==> src/rtl/tbd_pkg.sv <==
package tbd_pkg;
  typedef enum logic [2:0] {
    ADDR_TB_LO  = 3'd0,
    ADDR_TB_HI  = 3'd1,
    ADDR_DEC    = 3'd2,
    ADDR_RELOAD = 3'd3,
    ADDR_CTRL   = 3'd4,
    ADDR_STAT   = 3'd5
  } tbd_addr_e;

  localparam int CTRL_IE_BIT  = 26;
  localparam int CTRL_ARE_BIT = 22;
  localparam int STAT_DEC_BIT = 0;
endpackage

==> src/rtl/tbd_tick_gen.sv <==
module tbd_tick_gen #(
  parameter int SYNC_STAGES = 2
) (
  input  logic clk,
  input  logic rst_n,
  input  logic run,
  input  logic sel_ext,
  input  logic ext_clk,
  output logic tick
);
  localparam int LAST = SYNC_STAGES - 1;

  logic [SYNC_STAGES-1:0] sync_q;
  logic                   ext_prev_q;
  logic                   ext_rise;

  for (genvar g = 0; g < SYNC_STAGES; g++) begin : g_sync
    if (g == 0) begin : g_first
      always_ff @(posedge clk or negedge rst_n) begin
        if (!rst_n) sync_q[0] <= 1'b0;
        else        sync_q[0] <= ext_clk;
      end
    end else begin : g_next
      always_ff @(posedge clk or negedge rst_n) begin
        if (!rst_n) sync_q[g] <= 1'b0;
        else        sync_q[g] <= sync_q[g-1];
      end
    end
  end

  always_ff @(posedge clk or negedge rst_n) begin
    if (!rst_n) ext_prev_q <= 1'b0;
    else        ext_prev_q <= sync_q[LAST];
  end

  assign ext_rise = sync_q[LAST] & ~ext_prev_q;

  always_comb begin
    tick = 1'b0;
    if (run) tick = sel_ext ? ext_rise : 1'b1;
  end
endmodule

==> src/rtl/tbd_timebase.sv <==
module tbd_timebase #(
  parameter int TB_W = 64,
  parameter int DW   = 32
) (
  input  logic            clk,
  input  logic            rst_n,
  input  logic            tick,
  input  logic            wr_lo,
  input  logic            wr_hi,
  input  logic [DW-1:0]   wr_data,
  output logic [TB_W-1:0] tb
);
  localparam int HI_W = TB_W - DW;

  function automatic logic [TB_W-1:0] tb_advance(input logic [TB_W-1:0] v);
    return v + {{(TB_W-1){1'b0}}, 1'b1};
  endfunction

  logic [TB_W-1:0] tb_q;

  always_ff @(posedge clk or negedge rst_n) begin
    if (!rst_n) begin
      tb_q <= '0;
    end else if (wr_lo || wr_hi) begin
      if (wr_lo) tb_q[DW-1:0]    <= wr_data;
      if (wr_hi) tb_q[TB_W-1:DW] <= wr_data[HI_W-1:0];
    end else if (tick) begin
      tb_q <= tb_advance(tb_q);
    end
  end

  assign tb = tb_q;
endmodule

==> src/rtl/tbd_decrementer.sv <==
module tbd_decrementer #(
  parameter int DEC_W = 32
) (
  input  logic             clk,
  input  logic             rst_n,
  input  logic             tick,
  input  logic             wr_dec,
  input  logic             wr_reload,
  input  logic [DEC_W-1:0] wr_data,
  input  logic             reload_en,
  output logic [DEC_W-1:0] dec,
  output logic             expire
);
  localparam logic [DEC_W-1:0] ONE = {{(DEC_W-1){1'b0}}, 1'b1};

  function automatic logic [DEC_W-1:0] dec_step(
    input logic [DEC_W-1:0] v,
    input logic             are,
    input logic [DEC_W-1:0] rl
  );
    if (v == '0) return are ? rl : '0;
    return v - ONE;
  endfunction

  logic [DEC_W-1:0] dec_q;
  logic [DEC_W-1:0] reload_q;

  always_ff @(posedge clk or negedge rst_n) begin
    if (!rst_n)         reload_q <= '0;
    else if (wr_reload) reload_q <= wr_data;
  end

  always_ff @(posedge clk or negedge rst_n) begin
    if (!rst_n)       dec_q <= '0;
    else if (wr_dec)  dec_q <= wr_data;
    else if (tick)    dec_q <= dec_step(dec_q, reload_en, reload_q);
  end

  assign expire = tick && !wr_dec && (dec_q == ONE);
  assign dec    = dec_q;
endmodule

==> src/rtl/tbd_unit.sv <==
module tbd_unit
  import tbd_pkg::*;
#(
  parameter int TB_W        = 64,
  parameter int DEC_W       = 32,
  parameter int DATA_W      = 32,
  parameter int SYNC_STAGES = 2
) (
  input  logic              clk,
  input  logic              rst_n,
  input  logic              cfg_run,
  input  logic              cfg_ext,
  input  logic              ext_tb_clk,
  input  logic              wr_en,
  input  logic [2:0]        wr_addr,
  input  logic [DATA_W-1:0] wr_data,
  output logic [TB_W-1:0]   tb_value,
  output logic [DEC_W-1:0]  dec_value,
  output logic              dec_status,
  output logic              dec_irq
);
  logic tick;
  logic wr_tb_lo, wr_tb_hi, wr_tb_any;
  logic wr_dec, wr_reload, wr_ctrl, wr_stat;
  logic dec_expire;
  logic ctrl_ie_q, ctrl_are_q;
  logic status_q;
  logic [DEC_W-1:0] wr_dec_value;

  assign wr_tb_lo  = wr_en && (wr_addr == ADDR_TB_LO);
  assign wr_tb_hi  = wr_en && (wr_addr == ADDR_TB_HI);
  assign wr_dec    = wr_en && (wr_addr == ADDR_DEC);
  assign wr_reload = wr_en && (wr_addr == ADDR_RELOAD);
  assign wr_ctrl   = wr_en && (wr_addr == ADDR_CTRL);
  assign wr_stat   = wr_en && (wr_addr == ADDR_STAT);
  assign wr_tb_any = wr_tb_lo || wr_tb_hi;
  assign wr_dec_value = wr_data[DEC_W-1:0];

  tbd_tick_gen #(.SYNC_STAGES(SYNC_STAGES)) u_tick (
    .clk     (clk),
    .rst_n   (rst_n),
    .run     (cfg_run),
    .sel_ext (cfg_ext),
    .ext_clk (ext_tb_clk),
    .tick    (tick)
  );

  tbd_timebase #(.TB_W(TB_W), .DW(DATA_W)) u_tb (
    .clk     (clk),
    .rst_n   (rst_n),
    .tick    (tick),
    .wr_lo   (wr_tb_lo),
    .wr_hi   (wr_tb_hi),
    .wr_data (wr_data),
    .tb      (tb_value)
  );

  tbd_decrementer #(.DEC_W(DEC_W)) u_dec (
    .clk       (clk),
    .rst_n     (rst_n),
    .tick      (tick),
    .wr_dec    (wr_dec),
    .wr_reload (wr_reload),
    .wr_data   (wr_dec_value),
    .reload_en (ctrl_are_q),
    .dec       (dec_value),
    .expire    (dec_expire)
  );

  always_ff @(posedge clk or negedge rst_n) begin
    if (!rst_n) begin
      ctrl_ie_q  <= 1'b0;
      ctrl_are_q <= 1'b0;
    end else if (wr_ctrl) begin
      ctrl_ie_q  <= wr_data[CTRL_IE_BIT];
      ctrl_are_q <= wr_data[CTRL_ARE_BIT];
    end
  end

  always_ff @(posedge clk or negedge rst_n) begin
    if (!rst_n)                                status_q <= 1'b0;
    else if (dec_expire)                       status_q <= 1'b1;
    else if (wr_stat && wr_data[STAT_DEC_BIT]) status_q <= 1'b0;
  end

  assign dec_status = status_q;
  assign dec_irq    = status_q & ctrl_ie_q;
endmodule

==> config.mk <==
export PLATFORM = sky130hd
export DESIGN_NAME = tbd_unit
export DESIGN_NICKNAME = d
export VERILOG_FILES = /design/src/rtl/tbd_pkg.sv /design/src/rtl/tbd_tick_gen.sv /design/src/rtl/tbd_timebase.sv /design/src/rtl/tbd_decrementer.sv /design/src/rtl/tbd_unit.sv
export SDC_FILE = /design/constraint.sdc
export NUM_CORES = 1
export LEC_CHECK = 0
export CELL_PAD_IN_SITES_DETAIL_PLACEMENT = 1
export CELL_PAD_IN_SITES_GLOBAL_PLACEMENT = 1
export CORE_MARGIN = 4
export CORE_UTILIZATION = 30
export CTS_BUF_LIST = sky130_fd_sc_hd__clkbuf_8
export DETAILED_ROUTE_END_ITERATION = 8
export PLACE_DENSITY = 0.67
export SKIP_LAST_GASP = 1
export SLEW_MARGIN = 10
export SYNTH_ARGS = -nofsm -noshare
export SYNTH_HDL_FRONTEND = slang
export SYNTH_HIERARCHICAL = 1
export SYNTH_SLANG_ARGS = --single-unit
==> constraint.sdc <==
create_clock -name clk -period 2.36 [get_ports clk]
set_input_delay 0.708 -clock clk [delete_from_list [all_inputs] [get_ports clk]]
set_output_delay 0.708 -clock clk [all_outputs]
set_load 0.02 [all_outputs]
-- After elaboration in Yosys (flattened, before gate mapping)
Cells that the tools add are included.
- bits in registers: 134
- multiplexer cells: 16
- add/subtract/negate cells: 2
- equal/unequal tests: 8
- bitwise logic cells: 3
- reductions and logical operators: 18
- operators by type and width (operator ; count):
    $mux 32 ; 7
    $mux 64 ; 2
    $add 64x1->64 const B ; 1
    $eq 32x1->1 const B ; 1
    $logic_not 32->1 ; 1
    $sub 32x1->32 const B ; 1
    $logic_and 1x1->1 ; 9
    $mux 1 ; 7
    $eq 3x2->1 const B ; 2
    $eq 3x3->1 const B ; 2
    $reduce_bool 2->1 ; 3
    $ne 2x1->1 const B ; 2
    $reduce_and 2->1 ; 2
    $eq 3x1->1 const B ; 1
    $logic_not 3->1 ; 1
    $and 1x1->1 ; 2
    $logic_not 1->1 ; 1
    $logic_or 1x1->1 ; 1
    $not 1->1 ; 1

-- Longest topological paths before layout
Gate-level depths: netlist of run 1.
- word-level depth: 9
- gate-level depth with buffers: 9

-- Hierarchy
Netlist of run 1, hierarchy kept.
- modules (own cells, without submodules) (module ; area each (um^2) ; instances ; cells an instance):
    tbd_timebase ; 4254.1 ; 1 ; 530
    tbd_decrementer ; 3603.5 ; 1 ; 364
    tbd_unit ; 182.7 ; 1 ; 14
    tbd_tick_gen ; 88.8 ; 1 ; 5

-- Worst setup path before layout of run 1
OpenSTA, ideal clock, no wires.
- kind: input -> register
- start point: input wr_addr[1]
- end point: register u_tb.tb_q[61], in the netlist u_tb/tb[61]
- data arrival time: 2.544 ns
- path buffers: 2
- slack: -0.252 ns
- stages on the path: 8
- data required time: 2.291 ns
- cells stage by stage: and4bb_2 > clkbuf_1 > or2_2 > clkbuf_1 > a21oi_1 > nand3_1 > or4_1 > nand3_1
- longest elaborated chain between the ends: 5
- elaborated cells on any way between the ends: 9
- classes of those cells: eq/ne (2); mux (1); reduce/logical (6)
- ends and longest elaborated chain (item ; RTL line ; source):
    start: declaration ; tbd_unit.sv:15 ; input logic [2:0] wr_addr,
    $eq 3x1->1 / $logic_not 3->1 (equally long branches) ; tbd_unit.sv:31, tbd_unit.sv:30 ;
    $logic_and 1x1->1 (on tied branches) ; tbd_unit.sv:31, tbd_unit.sv:30 ;
    $logic_or 1x1->1 ; tbd_timebase.sv:24 ; end else if (wr_lo || wr_hi) begin
    $ne 2x1->1 (no line) / $reduce_bool 2->1 (equally long branches) ; n/a ;
    $reduce_and 2->1 (no line) ; n/a ;
    end signal: indexed assignment ; tbd_timebase.sv:25 ; if (wr_lo) tb_q[DW-1:0] <= wr_data;
    end signal: indexed assignment ; tbd_timebase.sv:26 ; if (wr_hi) tb_q[TB_W-1:DW] <= wr_data[HI_W-1:0];
    end signal: assignment ; tbd_timebase.sv:28 ; tb_q <= tb_advance(tb_q);
    end: declaration ; tbd_timebase.sv:19 ; logic [TB_W-1:0] tb_q;
Several ways; a longest one is shown, not always the timed one.
A chain may end at the register's enable or synchronous reset.

-- Worst setup path in the final report of run 1
- start point: register u_tb.tb_q[0], in the netlist u_tb/tb[0]
- end point: register u_tb.tb_q[39], in the netlist u_tb/tb[39]
- longest elaborated chain between the ends: 3
- ends and longest elaborated chain (item ; RTL line ; source):
    $add 64x1->64 ; tbd_timebase.sv:16 ; return v + {{(TB_W-1){1'b0}}, 1'b1};
    $mux 64 ; tbd_timebase.sv:27 ; end else if (tick) begin
    $mux 64 ; tbd_timebase.sv:24 ;
No other way between the ends. The select of a mux whose other input is x is not followed.

==> results.yml, run 1 <==
pwr:
  ir_worst_vdd_v: 0.000472
  p_per_area_nw_per_um2: 886
  p_total_w: 0.0105
  p_leak_nw: 4.91
grt:
  grt_max_degree: 43
  track_usage_pct: 24.4
  antenna_found_initial: 0
  grt_pass1_vias: 9389
  grt_pass1_wl_microns: 57000
  grt_overflow: 0
critical_path:
  start_kind: "flip-flop"
  crit_path_end_kind: "flip-flop"
  worstPathArrival_ns: 2.70
  crit_type: "flip-flop to flip-flop"
  required_ns: 2.74
  crit_fanout: 4
logic_synthesis:
  synth_cell_types: 74
  synth_compound_area_share_pct: 16.3
  netlist_instances: 913
  synth_flop_cell: "dfrtp_1"
  synth_adder_area_share_pct: 0.462
  syn_area_per_cell_sq_um: 8.90
  synth-seq-cells: 134
  synth_top_family_by_area: "simple AND/OR/NAND/NOR gates"
  yosysWarnings: 6
  syn-cell-area_sq_um: 8130
  synth_edf_count: 0
  synth-xor-area-share_pct: 3.99
  muxShareOfSynthArea_pct: 6.22
  seq_area_frac_synth_pct: 41.2
  syn_nets: 957
  ys_async_sr_fraction_pct: 100
  synthSimpleGateAreaFrac_pct: 28.6
timing:
  min_period_over_period_pct: 98.3
  rsz0062_at_grt: "yes"
  final-max-slew-violation-count: 0
  clock_skew_ns: 0.0131
  fin_crit_ns: 2.32
  finalSetupViolCount: 0
  tightest_slew_ns: 0.615
  max_slew_margin_pct: 58.9
  clock.fmax_mhz: 431
  hold_slack_ns: 0.195
  hold_viol_final: 0
clocking:
  cts_tree: "done"
  htreeDepth: 4
  holdBufCountCts: 0
  path_clk_slew_ns: 0.08
  cts_buffers: 17
  clk_latency_ns: 0.45
  cts_buffer_depth: 2
  cts_root_buffer: "clkbuf_8"
  clock_sinks: 134
job:
  drv_cap: 0
route:
  first_pass_iters: 5
  avgViaCountPerCell: 5.80
  drt_iter0_drc: 777
  routed_wl_microns: 37200
  detail-route-antenna-nets: 0
  routed_wire_length_per_instance_microns: 24.1
  drc: 0
  vias: 8962
finish:
  synthToLayoutAreaGrowth_pct: 46.3
  fill_cells: 3011
  drive_above_1_share_pct: 25.0
  multi_input_area_sq_um: 4660
  regArea_sq_um: 3370
  post-route-util_pct: 45.1
  stdcell_count: 1546
  layout_commonest_cell: "buf_4"
  nets: 1241
  final_cell_mix: "165 x buf_4, 118 x dfrtp_1, 111 x nand2_1, 106 x clkdlybuf4s50_1, 63 x nor2_1"
floorplanning:
  start_util_pct: 30.8
  dieWidth_microns: 173
  die_y_microns: 173
  fp.coreArea_sq_um: 26400
  ios: 139
  dieArea_sq_um: 29800
  rows: 59
placement:
  portBuffers: 138
  dp_hpwl_microns: 28200
  globalplace.congestion: 0.944
  dp.cells: 1511
worst_hold_path:
  min_path_type: "input pin to async pin"
run_status:
  status: "completed"
## worst max-delay path, stage by stage, from the launching register on
cell and delay (ns):
dfrtp_2 0.43, nand4_1 0.16, or4_1 0.56, or4_4 0.59
or3_1 0.36, a21oi_1 0.14
## registers in the layout (all words and copies together) (netlist names)
register and cells:
u_tick/ext_prev_q 1, ctrl_are_q 1, ctrl_ie_q 1, u_dec/reload_q 32, u_tick/sync_q 2, u_tb/tb 64, dec_status 1, u_dec/dec 32
## report_power, final
part	total (W)	internal [W]	switching (W)
sequential	0.00349	0.00288	0.000607
clock	0.00234	0.00135	0.000998
combinational	0.00471	0.00223	0.00248
total	0.0105	0.00646	0.00408
## logic make-up after synthesis
kind of cell	after synthesis
fa+ha+maj	3
simple gates	432
compound gates	196
buf+inv	65
flops	134
xor+xnor	37
mux	46
## synth_stat cells (4+ instances only)
cell type,n,share of area [%]
mux2i_1,10,1.2
nand2_1,111,5.1
a221o_1,22,2.7
buf_1,6,0.28
and4_1,6,0.65
and3_1,15,1.2
nor3b_1,10,0.92
a211o_1,4,0.43
and2_1,6,0.46
xor2_1,16,1.7
nand2b_1,8,0.62
or3_1,12,0.92
or4_1,13,1.2
mux2_2,34,4.7
a31oi_1,13,1.0
nor2_1,65,3.0
inv_1,11,0.51
nand4_1,49,3.8
nand3_1,42,2.6
o22a_1,8,0.86
a21oi_1,40,2.5
or2_2,6,0.46
o22ai_1,4,0.31
nor4b_1,4,0.43
dfrtp_1,134,41
a22oi_1,5,0.46
nor3_1,27,1.7
o31ai_1,9,0.83
nor4_1,28,2.2
o21ai_0,54,3.3
nor2b_1,8,0.62
o31a_1,8,0.86
xnor2_1,21,2.3
clkbuf_1,42,1.9
## stage by stage
step | area [sq um] | setup WS [ns] | TNS (ns)
floorplan | 8210 | -0.0338 | -0.0338
global placement | 11300 | -0.473 | -29.78
detailed placement | 11300 | -0.563 | -34.65
CTS | 11800 | 0.00770 | 0
global route | 11900 | -0.0420 | -0.337
finish | 11900 | 0.0405 | 0
## per-layer routing
| metal | vias up | wire, microns | share of wire [%] | track usage (%) |
|---|---|---|---|---|
| li1 | 4020 | - | - | - |
| met2 | 331 | 17100 | 46 | 37.9 |
| met1 | 4536 | 16500 | 44 | 33.5 |
| met3 | 75 | 2160 | 5.8 | 4.50 |
| met4 | 0 | 1440 | 3.9 | 10.3 |
| met5 | - | 0 | 0 | 0 |
## path summary, 6_finish.rpt
| path | from | end | slack (ns) | cells after the start |
|---|---|---|---|---|
| min in group clk | u_tick/sync_q[0] | u_tick/sync_q[1] | 0.36 | 0 |
| max in group asynchronous | rst_n | u_tb/tb[0] | 1.55 | 2 |
| max reg2reg | u_tb/tb[0] | u_tb/tb[39] | 0.04 | 5 |
| min reg2reg | u_tick/sync_q[0] | u_tick/sync_q[1] | 0.36 | 0 |
| min | rst_n | u_dec/dec[25] | 0.20 | 1 |
| max | u_tb/tb[0] | u_tb/tb[39] | 0.04 | 5 |
## area by class of cell
class | count | share of cell area, %
Multi-Input combinational cell | 714 | 39.1
Sequential cell | 134 | 28.4
Timing Repair Buffer | 317 | 24.6
Tap cell | 335 | 3.52
Clock buffer | 20 | 2.31
Clock inverter | 12 | 1.67
Inverter | 13 | 0.410
Antenna cell | 1 | 0.0210
## repair_timing
action,in CTS,in global routing
gates cloned,0,0
endpoints found under the setup margin,39,63
resized for setup,16,34
pin swaps,2,4
setup buffers,1,2
Note: power is estimated with default switching activity, not from simulation.
==> inputs of run 2 (changes only) <==
- CTS_CLUSTER_DIAMETER: not set -> 120
- PLACE_DENSITY: 0.67 -> 0.69
==> results.yml, run 2 (synthesis results as in run 1) <==
grt:
  track_usage_pct: 24.5
  antenna_found_initial: 0
  grt_pass1_vias: 9353
  grt_max_degree: 37
  grt_pass1_wl_microns: 57500
  grt_overflow: 0
timing:
  setup_ws_ns: -0.00206
  clock_skew_ns: 0.0114
  final-max-slew-violation-count: 0
  min_period_over_period_pct: 100
  clock.fmax_mhz: 423
  fin_crit_ns: 2.36
  rsz0062_at_grt: "yes"
  fin_tns_setup_ns: -0.00206
  tightest_slew_ns: 0.575
  hold_slack_ns: 0.146
  finalSetupViolCount: 1
  hold_viol_final: 0
  max_slew_margin_pct: 61.7
route:
  routed_wire_length_per_instance_microns: 24.2
  drc: 0
  first_pass_iters: 6
  avgViaCountPerCell: 5.82
  detail-route-antenna-nets: 0
  routed_wl_microns: 37600
  vias: 9030
  drt_iter0_drc: 662
placement:
  portBuffers: 138
  place_ws_ns: -0.598
  globalplace.congestion: 0.930
  placed_area_sq_um: 11300
  dp_hpwl_microns: 28500
critical_path:
  crit_fanout: 6
  r2r_slack_ns: -0.002
  rr_endpoint: "u_dec/dec[5]"
  crit_type: "flip-flop to flip-flop"
  crit_slowest_cell: "or4_4"
  slowest_delay_ns: 0.56
  rr_startpoint: "u_dec/dec[26]"
  cp_cell_sequence: "or4_4 > or3_4 > o31a_1 > buf_4 > a221o_1"
  reg2reg_depth: 5
  crit_end: "u_dec/dec[5]"
  crit_path_start: "u_dec/dec[26]"
  crit_path_end_kind: "flip-flop"
  worstPathArrival_ns: 2.69
  start_kind: "flip-flop"
  required_ns: 2.69
finish:
  post-route-util_pct: 45.2
  stdcell_area_sq_um: 11900
  final_cell_mix: "177 x buf_4, 117 x dfrtp_1, 111 x nand2_1, 91 x clkdlybuf4s50_1, 63 x nor2_1"
  nets: 1248
  layout_commonest_cell: "buf_4"
  drive_above_1_share_pct: 25.7
  antenna_cells: 0
  synthToLayoutAreaGrowth_pct: 46.4
  largest_reg_flops: 64
run_status:
  status: "finished with violations"
  violations: "negative setup slack"
pwr:
  ir_worst_vdd_v: 0.000544
  p_per_area_nw_per_um2: 881
  p_leak_nw: 5.03
floorplanning:
  dieArea_sq_um: 29800
  dieWidth_microns: 173
  fp.coreArea_sq_um: 26400
  die_y_microns: 173
  ios: 139
  start_util_pct: 30.8
  rows: 59
job:
  drv_cap: 0
worst_hold_path:
  min_path_type: "input pin to async pin"
clocking:
  clk_latency_ns: 0.46
  path_clk_slew_ns: 0.09
  cts_root_buffer: "clkbuf_8"
  clock_sinks: 134
  cts_tree: "done"
  cts_buffer_depth: 2
  cts_buffers: 17
  holdBufCountCts: 0
  htreeDepth: 4
run 2: worst min-delay path by stage:
stage / cells after the start / slack (ns) / end / startpoint
after global routing: 1 / 0.15 / u_tb/tb[62] / rst_n
after detailed placement: 0 / 0.34 / u_tick/sync_q[1] / u_tick/sync_q[0]
after global placement: 0 / 0.33 / u_tick/sync_q[1] / u_tick/sync_q[0]
final: 1 / 0.15 / u_tb/tb[62] / rst_n
after CTS: 1 / 0.14 / u_tb/tb[62] / rst_n
after floorplan: 0 / 0.33 / u_tick/sync_q[1] / u_tick/sync_q[0]
run 2: per-stage QoR:
step	cells	power, W
4_1_cts	1547	0.0105
6_report	1551	0.0105
5_1_grt	1551	0.0110
2_1_floorplan	913	0.00560
3_3_place_gp	1514	0.00804
3_5_place_dp	1514	0.00816
run 2: per-layer routing:
layer	part of all wire [%]	track usage [%]	wire length (microns)
met4	2.9	8.12	1090
met2	47	39.4	17500
met5	0	0	0
met1	45	34.5	16900
met3	5.5	3.21	2080
run 2: report_power, final:
| part | leakage (nW) | internal, W | switching (W) |
|---|---|---|---|
| registers | 1.57 | 0.00288 | 0.000604 |
| clock network | 0.227 | 0.00128 | 0.00101 |
| logic | 3.24 | 0.00222 | 0.00250 |
run 2: area by class of cell:
type / count / area [sq um]
clock buffer: 18 / 248
clock inverter: 13 / 205
fill: 3047 / 14500
inverter: 13 / 48.8
multi-input combinational: 714 / 4650
sequential: 134 / 3370
tap: 335 / 419
timing repair buffer: 324 / 2950
run 2: critical path: cells and delay by family (launching register included):
family / cells / cell delay, ns
buffers and inverters: 1 / 0.20
AND/OR/NAND/NOR: 2 / 0.94
flip-flops: 1 / 0.42
AO/OA/AOI/OAI: 2 / 0.67
run 2: repair_timing:
action	CTS	global route
pin swaps	3	6
buffers inserted	2	4
endpoints found under the setup margin	28	89
resized for setup	20	46
==> inputs of run 3 (changes only) <==
- PLACE_DENSITY: 0.69 -> 0.67
==> results of run 3 <==
The final DEF is identical to that of run 1; final timing and power are the same.
